[src/rtl/dmwt_pkg.sv]
package dmwt_pkg;
    typedef enum logic [1:0] {
        ST_IDLE   = 2'd0,
        ST_REFILL = 2'd1,
        ST_WRITE  = 2'd2,
        ST_DONE   = 2'd3
    } dmwt_state_t;
endpackage

[src/rtl/dmwt_tag_store.sv]
module dmwt_tag_store #(
    parameter int LINES = 4,
    parameter int IDX_W = 2,
    parameter int TAG_W = 11
) (
    input  logic             clk,
    input  logic             rst,
    input  logic [IDX_W-1:0] lk_idx,
    input  logic [TAG_W-1:0] lk_tag,
    output logic             lk_hit,
    input  logic             set_en,
    input  logic [IDX_W-1:0] set_idx,
    input  logic [TAG_W-1:0] set_tag,
    input  logic             clr_en,
    input  logic [IDX_W-1:0] clr_idx,
    output logic [LINES-1:0] valid_vec
);
    logic [TAG_W-1:0] tag_q [LINES];
    logic [LINES-1:0] valid_q;

    for (genvar i = 0; i < LINES; i++) begin : g_line
        always_ff @(posedge clk) begin
            if (rst) begin
                valid_q[i] <= 1'b0;
                tag_q[i]   <= '0;
            end else if (set_en && set_idx == IDX_W'(i)) begin
                valid_q[i] <= 1'b1;
                tag_q[i]   <= set_tag;
            end else if (clr_en && clr_idx == IDX_W'(i)) begin
                valid_q[i] <= 1'b0;
            end
        end
    end

    assign lk_hit    = valid_q[lk_idx] && (tag_q[lk_idx] == lk_tag);
    assign valid_vec = valid_q;

    // one cycle of reset leaves every line invalid
    p_reset_clear_r1: assert property (@(posedge clk) rst |=> valid_vec == '0);
endmodule

[src/rtl/dmwt_data_store.sv]
module dmwt_data_store #(
    parameter int LINES   = 4,
    parameter int IDX_W   = 2,
    parameter int WORDS   = 2,
    parameter int WSEL_W  = 1,
    parameter int WORD_W  = 32,
    parameter int BLOCK_W = 64
) (
    input  logic               clk,
    input  logic               rst,
    input  logic               fill_en,
    input  logic [IDX_W-1:0]   fill_idx,
    input  logic [BLOCK_W-1:0] fill_data,
    input  logic               wr_en,
    input  logic [IDX_W-1:0]   wr_idx,
    input  logic [WSEL_W-1:0]  wr_sel,
    input  logic [WORD_W-1:0]  wr_data,
    input  logic [IDX_W-1:0]   rd_idx,
    input  logic [WSEL_W-1:0]  rd_sel,
    output logic [WORD_W-1:0]  rd_data
);
    logic [BLOCK_W-1:0] line_q [LINES];

    for (genvar i = 0; i < LINES; i++) begin : g_line
        always_ff @(posedge clk) begin
            if (rst) begin
                line_q[i] <= '0;
            end else if (fill_en && fill_idx == IDX_W'(i)) begin
                line_q[i] <= fill_data;
            end else if (wr_en && wr_idx == IDX_W'(i)) begin
                line_q[i][wr_sel*WORD_W +: WORD_W] <= wr_data;
            end
        end
    end

    assign rd_data = line_q[rd_idx][rd_sel*WORD_W +: WORD_W];

    // a refill and a word merge never hit the store in one cycle
    p_one_store_write_r7: assert property (@(posedge clk) disable iff (rst)
        !(fill_en && wr_en));

    localparam int CHECK_WORDS = WORDS;
    initial begin
        assert (CHECK_WORDS * WORD_W == BLOCK_W);
    end
endmodule

[src/rtl/dmwt_cache.sv]
module dmwt_cache
    import dmwt_pkg::*;
#(
    parameter int ADDR_W      = 16,
    parameter int WORD_BYTES  = 4,
    parameter int BLOCK_BYTES = 8,
    parameter int LINES       = 4
) (
    input  logic                        clk,
    input  logic                        rst,
    input  logic                        wr_inval_mode,
    input  logic                        cpu_req,
    input  logic                        cpu_we,
    input  logic [ADDR_W-1:0]           cpu_addr,
    input  logic [8*WORD_BYTES-1:0]     cpu_wdata,
    output logic [8*WORD_BYTES-1:0]     cpu_rdata,
    output logic                        cpu_ready,
    output logic                        cpu_hit,
    output logic                        mem_req,
    output logic                        mem_we,
    output logic [ADDR_W-1:0]           mem_addr,
    output logic [8*WORD_BYTES-1:0]     mem_wdata,
    input  logic [8*BLOCK_BYTES-1:0]    mem_rdata,
    input  logic                        mem_ready
);
    localparam int WORD_W  = 8 * WORD_BYTES;
    localparam int BLOCK_W = 8 * BLOCK_BYTES;
    localparam int WORDS   = BLOCK_BYTES / WORD_BYTES;
    localparam int BOFF_W  = $clog2(WORD_BYTES);
    localparam int OFF_W   = $clog2(BLOCK_BYTES);
    localparam int IDX_W   = $clog2(LINES);
    localparam int TAG_W   = ADDR_W - OFF_W - IDX_W;
    localparam int WSEL_W  = (WORDS > 1) ? $clog2(WORDS) : 1;

    dmwt_state_t state, state_nx;

    logic [ADDR_W-1:0] addr_q;
    logic              we_q;
    logic [WORD_W-1:0] wdata_q;
    logic              hit_q;

    logic              idle_take;
    logic [IDX_W-1:0]  lk_idx, idx_q;
    logic [TAG_W-1:0]  lk_tag, tag_q;
    logic [WSEL_W-1:0] sel_q;
    logic              lk_hit;
    logic [LINES-1:0]  valid_vec;
    logic              fill_en, wr_en, clr_en;
    logic [WORD_W-1:0] rd_word;

    assign idx_q  = addr_q[OFF_W +: IDX_W];
    assign tag_q  = addr_q[ADDR_W-1 -: TAG_W];
    assign sel_q  = addr_q[BOFF_W +: WSEL_W];
    assign lk_idx = (state == ST_IDLE) ? cpu_addr[OFF_W +: IDX_W] : idx_q;
    assign lk_tag = (state == ST_IDLE) ? cpu_addr[ADDR_W-1 -: TAG_W] : tag_q;
    assign idle_take = (state == ST_IDLE) && cpu_req;

    // state register
    always_ff @(posedge clk) begin
        if (rst) state <= ST_IDLE;
        else     state <= state_nx;
    end

    // request capture
    always_ff @(posedge clk) begin
        if (rst) begin
            addr_q  <= '0;
            we_q    <= 1'b0;
            wdata_q <= '0;
            hit_q   <= 1'b0;
        end else if (idle_take) begin
            addr_q  <= cpu_addr;
            we_q    <= cpu_we;
            wdata_q <= cpu_wdata;
            hit_q   <= lk_hit;
        end
    end

    // transitions
    always_comb begin
        state_nx = state;
        unique case (state)
            ST_IDLE: begin
                if (cpu_req) begin
                    if (cpu_we)      state_nx = ST_WRITE;   // T_WR
                    else if (lk_hit) state_nx = ST_DONE;    // T_RD_HIT
                    else             state_nx = ST_REFILL;  // T_RD_MISS
                end
            end
            ST_REFILL: if (mem_ready) state_nx = ST_DONE;   // T_FILL
            ST_WRITE:  if (mem_ready) state_nx = ST_DONE;   // T_WACK
            ST_DONE:   state_nx = ST_IDLE;                  // T_ACK
        endcase
    end

    // outputs
    always_comb begin
        mem_req   = 1'b0;
        mem_we    = 1'b0;
        mem_addr  = '0;
        mem_wdata = '0;
        cpu_ready = 1'b0;
        cpu_hit   = 1'b0;
        cpu_rdata = '0;
        fill_en   = 1'b0;
        wr_en     = 1'b0;
        clr_en    = 1'b0;
        unique case (state)
            ST_IDLE: ;
            ST_REFILL: begin
                mem_req  = 1'b1;
                mem_addr = {addr_q[ADDR_W-1:OFF_W], {OFF_W{1'b0}}};
                fill_en  = mem_ready;
            end
            ST_WRITE: begin
                mem_req   = 1'b1;
                mem_we    = 1'b1;
                mem_addr  = addr_q;
                mem_wdata = wdata_q;
                wr_en     = mem_ready && hit_q && !wr_inval_mode;
                clr_en    = mem_ready && hit_q && wr_inval_mode;
            end
            ST_DONE: begin
                cpu_ready = 1'b1;
                cpu_hit   = hit_q;
                cpu_rdata = we_q ? '0 : rd_word;
            end
        endcase
    end

    dmwt_tag_store #(.LINES(LINES), .IDX_W(IDX_W), .TAG_W(TAG_W)) u_tags (
        .clk(clk), .rst(rst),
        .lk_idx(lk_idx), .lk_tag(lk_tag), .lk_hit(lk_hit),
        .set_en(fill_en), .set_idx(idx_q), .set_tag(tag_q),
        .clr_en(clr_en), .clr_idx(idx_q),
        .valid_vec(valid_vec)
    );

    dmwt_data_store #(.LINES(LINES), .IDX_W(IDX_W), .WORDS(WORDS), .WSEL_W(WSEL_W),
                      .WORD_W(WORD_W), .BLOCK_W(BLOCK_W)) u_data (
        .clk(clk), .rst(rst),
        .fill_en(fill_en), .fill_idx(idx_q), .fill_data(mem_rdata),
        .wr_en(wr_en), .wr_idx(idx_q), .wr_sel(sel_q), .wr_data(wdata_q),
        .rd_idx(idx_q), .rd_sel(sel_q), .rd_data(rd_word)
    );

    // the hit flag never appears without the ready pulse
    p_hit_with_ready_r9: assert property (@(posedge clk) disable iff (rst)
        cpu_hit |-> cpu_ready);
    // a memory request holds its address and direction until accepted
    p_mem_hold_r9: assert property (@(posedge clk) disable iff (rst)
        (mem_req && !mem_ready) |=> (mem_req && $stable(mem_addr) && $stable(mem_we)));
    // a write answer is always preceded by a memory write handshake
    p_write_through_r3: assert property (@(posedge clk) disable iff (rst)
        (cpu_ready && cpu_we) |-> $past(mem_req && mem_we && mem_ready));
    // a write miss leaves the valid bits untouched
    p_wmiss_keep_r4: assert property (@(posedge clk) disable iff (rst)
        (state == ST_WRITE && mem_ready && !hit_q) |=> $stable(valid_vec));
    // an update-mode write hit keeps the line valid
    p_update_keep_r5: assert property (@(posedge clk) disable iff (rst)
        (state == ST_WRITE && mem_ready && hit_q && !wr_inval_mode) |=> valid_vec[idx_q]);
    // an invalidate-mode write hit drops the line
    p_inval_drop_r6: assert property (@(posedge clk) disable iff (rst)
        (state == ST_WRITE && mem_ready && hit_q && wr_inval_mode) |=> !valid_vec[idx_q]);
    // after a refill the requested address hits
    p_fill_hits_r7: assert property (@(posedge clk) disable iff (rst)
        (state == ST_REFILL && mem_ready) |=> lk_hit);
    // a read hit answers without touching memory
    p_hit_no_mem_r8: assert property (@(posedge clk) disable iff (rst)
        (cpu_ready && cpu_hit && !cpu_we) |-> !$past(mem_req));
endmodule

[config.mk]
export PLATFORM = sky130hd
export DESIGN_NAME = dmwt_cache
export DESIGN_NICKNAME = d
export VERILOG_FILES = /design/src/rtl/dmwt_pkg.sv /design/src/rtl/dmwt_tag_store.sv /design/src/rtl/dmwt_data_store.sv /design/src/rtl/dmwt_cache.sv
export SDC_FILE = /design/constraint.sdc
export NUM_CORES = 1
export LEC_CHECK = 0
export ABC_CLOCK_PERIOD_IN_PS = 3600
export CORE_AREA = 4 4 203 205
export DETAILED_ROUTE_END_ITERATION = 7
export DIE_AREA = 0 0 207 209
export PLACE_DENSITY = 0.76
export REMOVE_ABC_BUFFERS = 1
export SLEW_MARGIN = 20
export SYNTH_ARGS = -nofsm -noshare
export SYNTH_HDL_FRONTEND = slang
export SYNTH_SLANG_ARGS = --single-unit
export TNS_END_PERCENT = 50
[constraint.sdc]
create_clock -name clk -period 3.6 [get_ports clk]
set_clock_uncertainty 0.05 [all_clocks]
set_input_delay 1.08 -clock clk [delete_from_list [all_inputs] [get_ports clk]]
set_output_delay 1.08 -clock clk [all_outputs]
set_load 0.1 [all_outputs]
Word level (Yosys, flattened, before mapping) --
Memories as Yosys holds them, arrays and structs flattened. A register that Yosys moved wholly into a read port is not among the register bits. Index checks and enable logic that the tools add are counted.
Storage, ports and cells: flip-flop bits (word level) 56, memory bits (writable) 300, input port bits 118, output and inout port bits 84, logic and storage cells 639, memories 2
Cells by class: add/sub/neg operators 1, $lt $le $gt $ge 1, equality and inequality tests 9, shift-type cells 3, mux-type cells 324, bitwise logic cells 264, reductions and logical operators 26
Memories:
- u_data.line_q | words 4, bits a word 64, read ports 1, clocked after Yosys merged registers in 1, write ports 4, line dmwt_data_store.sv:22 | logic [BLOCK_W-1:0] line_q [LINES];
- u_tags.tag_q | words 4, bits a word 11, read ports 1, clocked after Yosys merged registers in 0, write ports 4, line dmwt_tag_store.sv:18 | logic [TAG_W-1:0] tag_q [LINES];
Operator list (number):
- 64-bit 2-to-1 mux | 8
- 1-bit 2-to-1 mux | 298
- 1-bit bitwise OR | 264
- 32-bit 2-to-1 mux | 3
- 32-bit by 34-bit variable shift with 64-bit output (first input constant) | 1
- 32-bit by 34-bit indexed part select with 64-bit output | 1
- 64-bit by 7-bit indexed part select with 32-bit output | 1
- 11-bit 2-to-1 mux | 5
- 6-bit negator with 34-bit output | 1
- 16-bit case mux with 2 select lines | 1
- 1-bit logical AND | 17
- 2-bit 2-to-1 mux | 7
- 11-bit == test | 1
- 2-bit == test (second input constant) | 4
- 2-bit nonzero test | 4
- 2-bit case mux with 3 select lines | 1
- 2-bit by 1-bit == test with 1-bit output (second input constant) | 2
- 2-bit logical NOT | 2
- 2-bit by 3-bit < comparator with 1-bit output (second input constant) | 1
- 1-bit binary-select mux with 2-bit select | 1
- 2-bit by 1-bit != test with 1-bit output (second input constant) | 1
- 2-bit != test (second input constant) | 1
- 2-bit AND reduction | 1
- 2-bit OR reduction | 1
- 1-bit logical NOT | 1

Longest topological paths before layout --
depth after elaboration 9, mapped depth 11, mapped depth without buffers 8

Modules after synthesis --
A second synthesis with hierarchy kept.
Unflattened totals: cell total of the unflattened synthesis 1269, area, all modules 17580.6 um^2
Modules (own cells, without submodules):
- dmwt_data_store | instances 1, cells an instance 750, area each 12614.6 um^2, seq. area each 7687.4 um^2
- dmwt_cache | instances 1, cells an instance 351, area each 2622.5 um^2, seq. area each 1041.0 um^2
- dmwt_tag_store | instances 1, cells an instance 168, area each 2343.5 um^2, seq. area each 1401.3 um^2

Worst setup path after synthesis --
OpenSTA, ideal clock, no wires.
path type register to output, from register state[1], to output port cpu_rdata[10], arrival 2.940 ns, data required time 2.470 ns, path slack -0.470 ns, stages on the path, launching flop included 5, path through dfxtp_1 > ha_1 > nand2b_1 > clkbuf_1 > nor2_1
Between the ends: cells in the longest elaborated chain, start to end 2
RTL lines:
- start, declared | line dmwt_cache.sv:35 | dmwt_state_t state, state_nx;
- start signal, assigned | line dmwt_cache.sv:61 | else state <= state_nx;
- 2-bit == test | line dmwt_cache.sv:108 | unique case (state)
- 32-bit 2-to-1 mux | line dmwt_cache.sv:108
- end, declared | line dmwt_cache.sv:16 | output logic [8*WORD_BYTES-1:0] cpu_rdata,
No other way between the ends.

==> impl_metrics.env <==
export IMPL_status="finished clean"
export IMPL_drv_cap=0
export IMPL_multiInputGateArea_sq_um=6670
export IMPL_pwr_share_comb_pct=26.7
export IMPL_ys_types=48
export IMPL_synthDominantCellAreaShare_pct=51.6
export IMPL_power_density_nw_per_um2=555
export IMPL_port_buffers=201
export IMPL_slew_limit_headroom_pct=46.5
export IMPL_dp_cells=1942
export IMPL_ys_flop_type="edfxtp_1"
export IMPL_cts_clk_slew_worst_paths_ps=60
export IMPL_seqPwrFrac_pct=42.8
export IMPL_post_synth_top_count_cell="edfxtp_1"
export IMPL_drc=0
export IMPL_slew_violations=0
export IMPL_ys_seq_area_share_pct=58.2
export IMPL_grt_pass1_vias=12745
export IMPL_synth_area_leaders="edfxtp_1 52%, a22o_1 13%, mux4_2 8.5%"
export IMPL_areaGrowthSynthToFinish_pct=27.4
export IMPL_rr_worst_depth=9
export IMPL_drt_pass1_iter_count=5
export IMPL_p_int_uw=8400
export IMPL_die_area_sq_um=43300
export IMPL_drt_iter0_drc=1223
export IMPL_setup_violations_final=0
export IMPL_critPathMaxFanout=24
export IMPL_cts_tree="built"
export IMPL_cts_max_level=2
export IMPL_grt_pass1_wl_um=75500
export IMPL_timing_fmax_mhz=290
export IMPL_ant_nets=0
export IMPL_switching_share_pct=31.9
export IMPL_ctsLongestPathBuffers=3
export IMPL_clock_sink_count=358
export IMPL_place_congestion=0.855
export IMPL_dp_hpwl_um=31300
export IMPL_cp_end_kind="output port"
export IMPL_netlist_instances=1314
export IMPL_p_switching_uw=3940
export IMPL_clockPowerShare_pct=30.5
export IMPL_seqCellArea_sq_um=10200
export IMPL_fp_dieW_um=207
export IMPL_critPathKind="reg -> out"
export IMPL_grtUsageTotal_pct=22.2
export IMPL_fin_crit_ps=3440
export IMPL_min_path_cells=2
export IMPL_cts_hold_buffers=0
export IMPL_rsz0062_at_grt="false"
export IMPL_via_count=12372
export IMPL_p_leak_uw=0.00796
export IMPL_hold_path_class="reg -> reg"
export IMPL_utilization_pct=56.4
export IMPL_avgViaCountPerCell=6.14
export IMPL_die_h_um=209
export IMPL_worstPathArrival_ps=2310
export IMPL_routed_wl_um=49900
export IMPL_drt_wirelength_per_cell_um=24.8
export IMPL_ys_warn_count=0
export IMPL_placed_area_sq_um=21000
export IMPL_drive_gt1_share_pct=20.1
export IMPL_finalPower_uw=12300
export IMPL_synthTopCellsByCount="300 x edfxtp_1, 256 x a22o_1, 111 x nand2_1, 97 x and2_1, 79 x clkbuf_1"
export IMPL_cts_root_buf="clkbuf_16"
export IMPL_final_fill_count=3126
export IMPL_fp_row_count=73
export IMPL_syn_area_sq_um=17500
export IMPL_design_area_sq_um=22200
export IMPL_start_util_pct=44.3
export IMPL_ios=202
export IMPL_ys_ff_latch=358
export IMPL_stdcell_count=2016
export IMPL_reg2reg_slack_ps=930
export IMPL_finalHoldViolations=0
export IMPL_yosysTopAreaCell="edfxtp_1"
export IMPL_finalCritPeriodShare_pct=95.7
export IMPL_r2r_start="state[0]$_SDFFE_PP0P_"
export IMPL_worstMarginPinSlew_ps=803
export IMPL_nets=1582
export IMPL_antenna_found_initial=5
export IMPL_async_reset_ff_share_pct=0
export IMPL_grt_max_degree=76
export IMPL_hp_start="addr_q[1]$_SDFFE_PP0P_"
export IMPL_overflow=0
export IMPL_syn_avg_cell_area_sq_um=13.3
export IMPL_synth_edff_count=300
export IMPL_critPathLaunchType="register"
export IMPL_hold_ws_ps=400
export IMPL_cts_made_buffers=39
export IMPL_core_area_sq_um=39500
export IMPL_critical_path_required_ps=2470
export IMPL_peakVddDrop_mv=0.607
export IMPL_worstSkewPairLatency_ps=520
cell type report:
type,count,area share [%]
sequential,358,45.8
multi-input combinational,791,30.0
timing repair buffer,257,15.6
clock buffer,59,5.04
tap,525,2.95
clock inverter,12,0.405
inverter,12,0.202
antenna,2,0.0225
critical path, cell delays in order (launching register included):
cell	delay (ps)
dfxtp_4	420
buf_12	250
mux4_2	540
mux2i_1	270
nor2_1	120
buf_12	180
cell usage in the layout, fill, tap and decap left out, types with 3 or more instances in the layout:
cell type | Yosys | final
nor3_1 | 8 | 7
clkbuf_1 | 79 | 13
nand2b_1 | 15 | 6
inv_1 | 12 | 12
o21ai_0 | 7 | 7
xor2_1 | 7 | 7
nand3_1 | 4 | 4
dfxtp_1 | 58 | 55
clkbuf_16 | 0 | 40
and3_2 | 0 | 6
nor2_4 | 0 | 3
a22o_1 | 256 | 256
and2_2 | 0 | 3
mux2i_1 | 56 | 56
nor2_1 | 42 | 39
clkinv_2 | 0 | 4
clkinv_1 | 0 | 3
clkbuf_8 | 0 | 7
buf_12 | 0 | 98
a21oi_1 | 57 | 57
buf_4 | 0 | 40
nand4_1 | 3 | 3
mux2_2 | 5 | 5
and2_1 | 97 | 94
nand2b_2 | 0 | 8
xnor2_1 | 11 | 11
mux4_2 | 66 | 66
clkdlybuf4s50_1 | 0 | 116
o22ai_1 | 3 | 3
nand2_1 | 111 | 110
ha_1 | 5 | 4
edfxtp_1 | 300 | 300
path summary, 6_finish.rpt:
kind                                  to
setup reg to reg   state[1]$_SDFFE_PP0P_
setup / recovery           cpu_rdata[13]
hold reg to reg   addr_q[1]$_SDFFE_PP0P_
hold / removal    addr_q[1]$_SDFFE_PP0P_
power by group through the flow:
stage	Clock [uW]	Sequential [uW]	Combinational (uW)
3_3_place_gp	0	5310	3230
3_5_place_dp	0	5350	3270
5_1_grt	3990	5330	3480
2_1_floorplan	0	5290	2030
4_1_cts	3800	5260	3280
6_report	3770	5280	3300
cell families after synthesis:
logic type | Yosys count | share of synthesized area [%]
simple gates | 294 | 8.27
fa+ha+maj | 5 | 0.358
buf+inv | 165 | 4.01
compound gates | 342 | 15.7
flops | 358 | 58.2
mux | 132 | 12.5
xor+xnor | 18 | 0.903
repair_timing:
item / in CTS / in global routing
buffers inserted: 0 / 0
endpoints found under the setup margin: 0 / 4
hold endpoints to repair: 0 / 0
gates resized for setup: 0 / 2
metrics by stage:
stage	setup WS [ps]	setup TNS [ps]
after floorplan	-2130	-520910
after global placement	180	0
after detailed placement	70.7	0
after CTS	47.9	0
after global routing	52.1	0
final	156	0
metal layers:
metal / wire, um / GRT usage, % / vias to the layer above
met5: 59 / 0 / -
li1: - / - / 5356
met4: 1430 / 7.36 / 8
met1: 19800 / 29.6 / 6174
met2: 23800 / 36.6 / 726
met3: 4840 / 4.65 / 108
sequential cells by signal (all words and copies together) (netlist names), named ones only:
name / flops
wdata_q: 32
state: 2
addr_q: 16
u_tags.valid_vec: 4
we_q: 1
hit_q: 1
u_data.line_q: 256
u_tags.tag_q: 44
No activity file was read; power rests on OpenSTA's default activity.
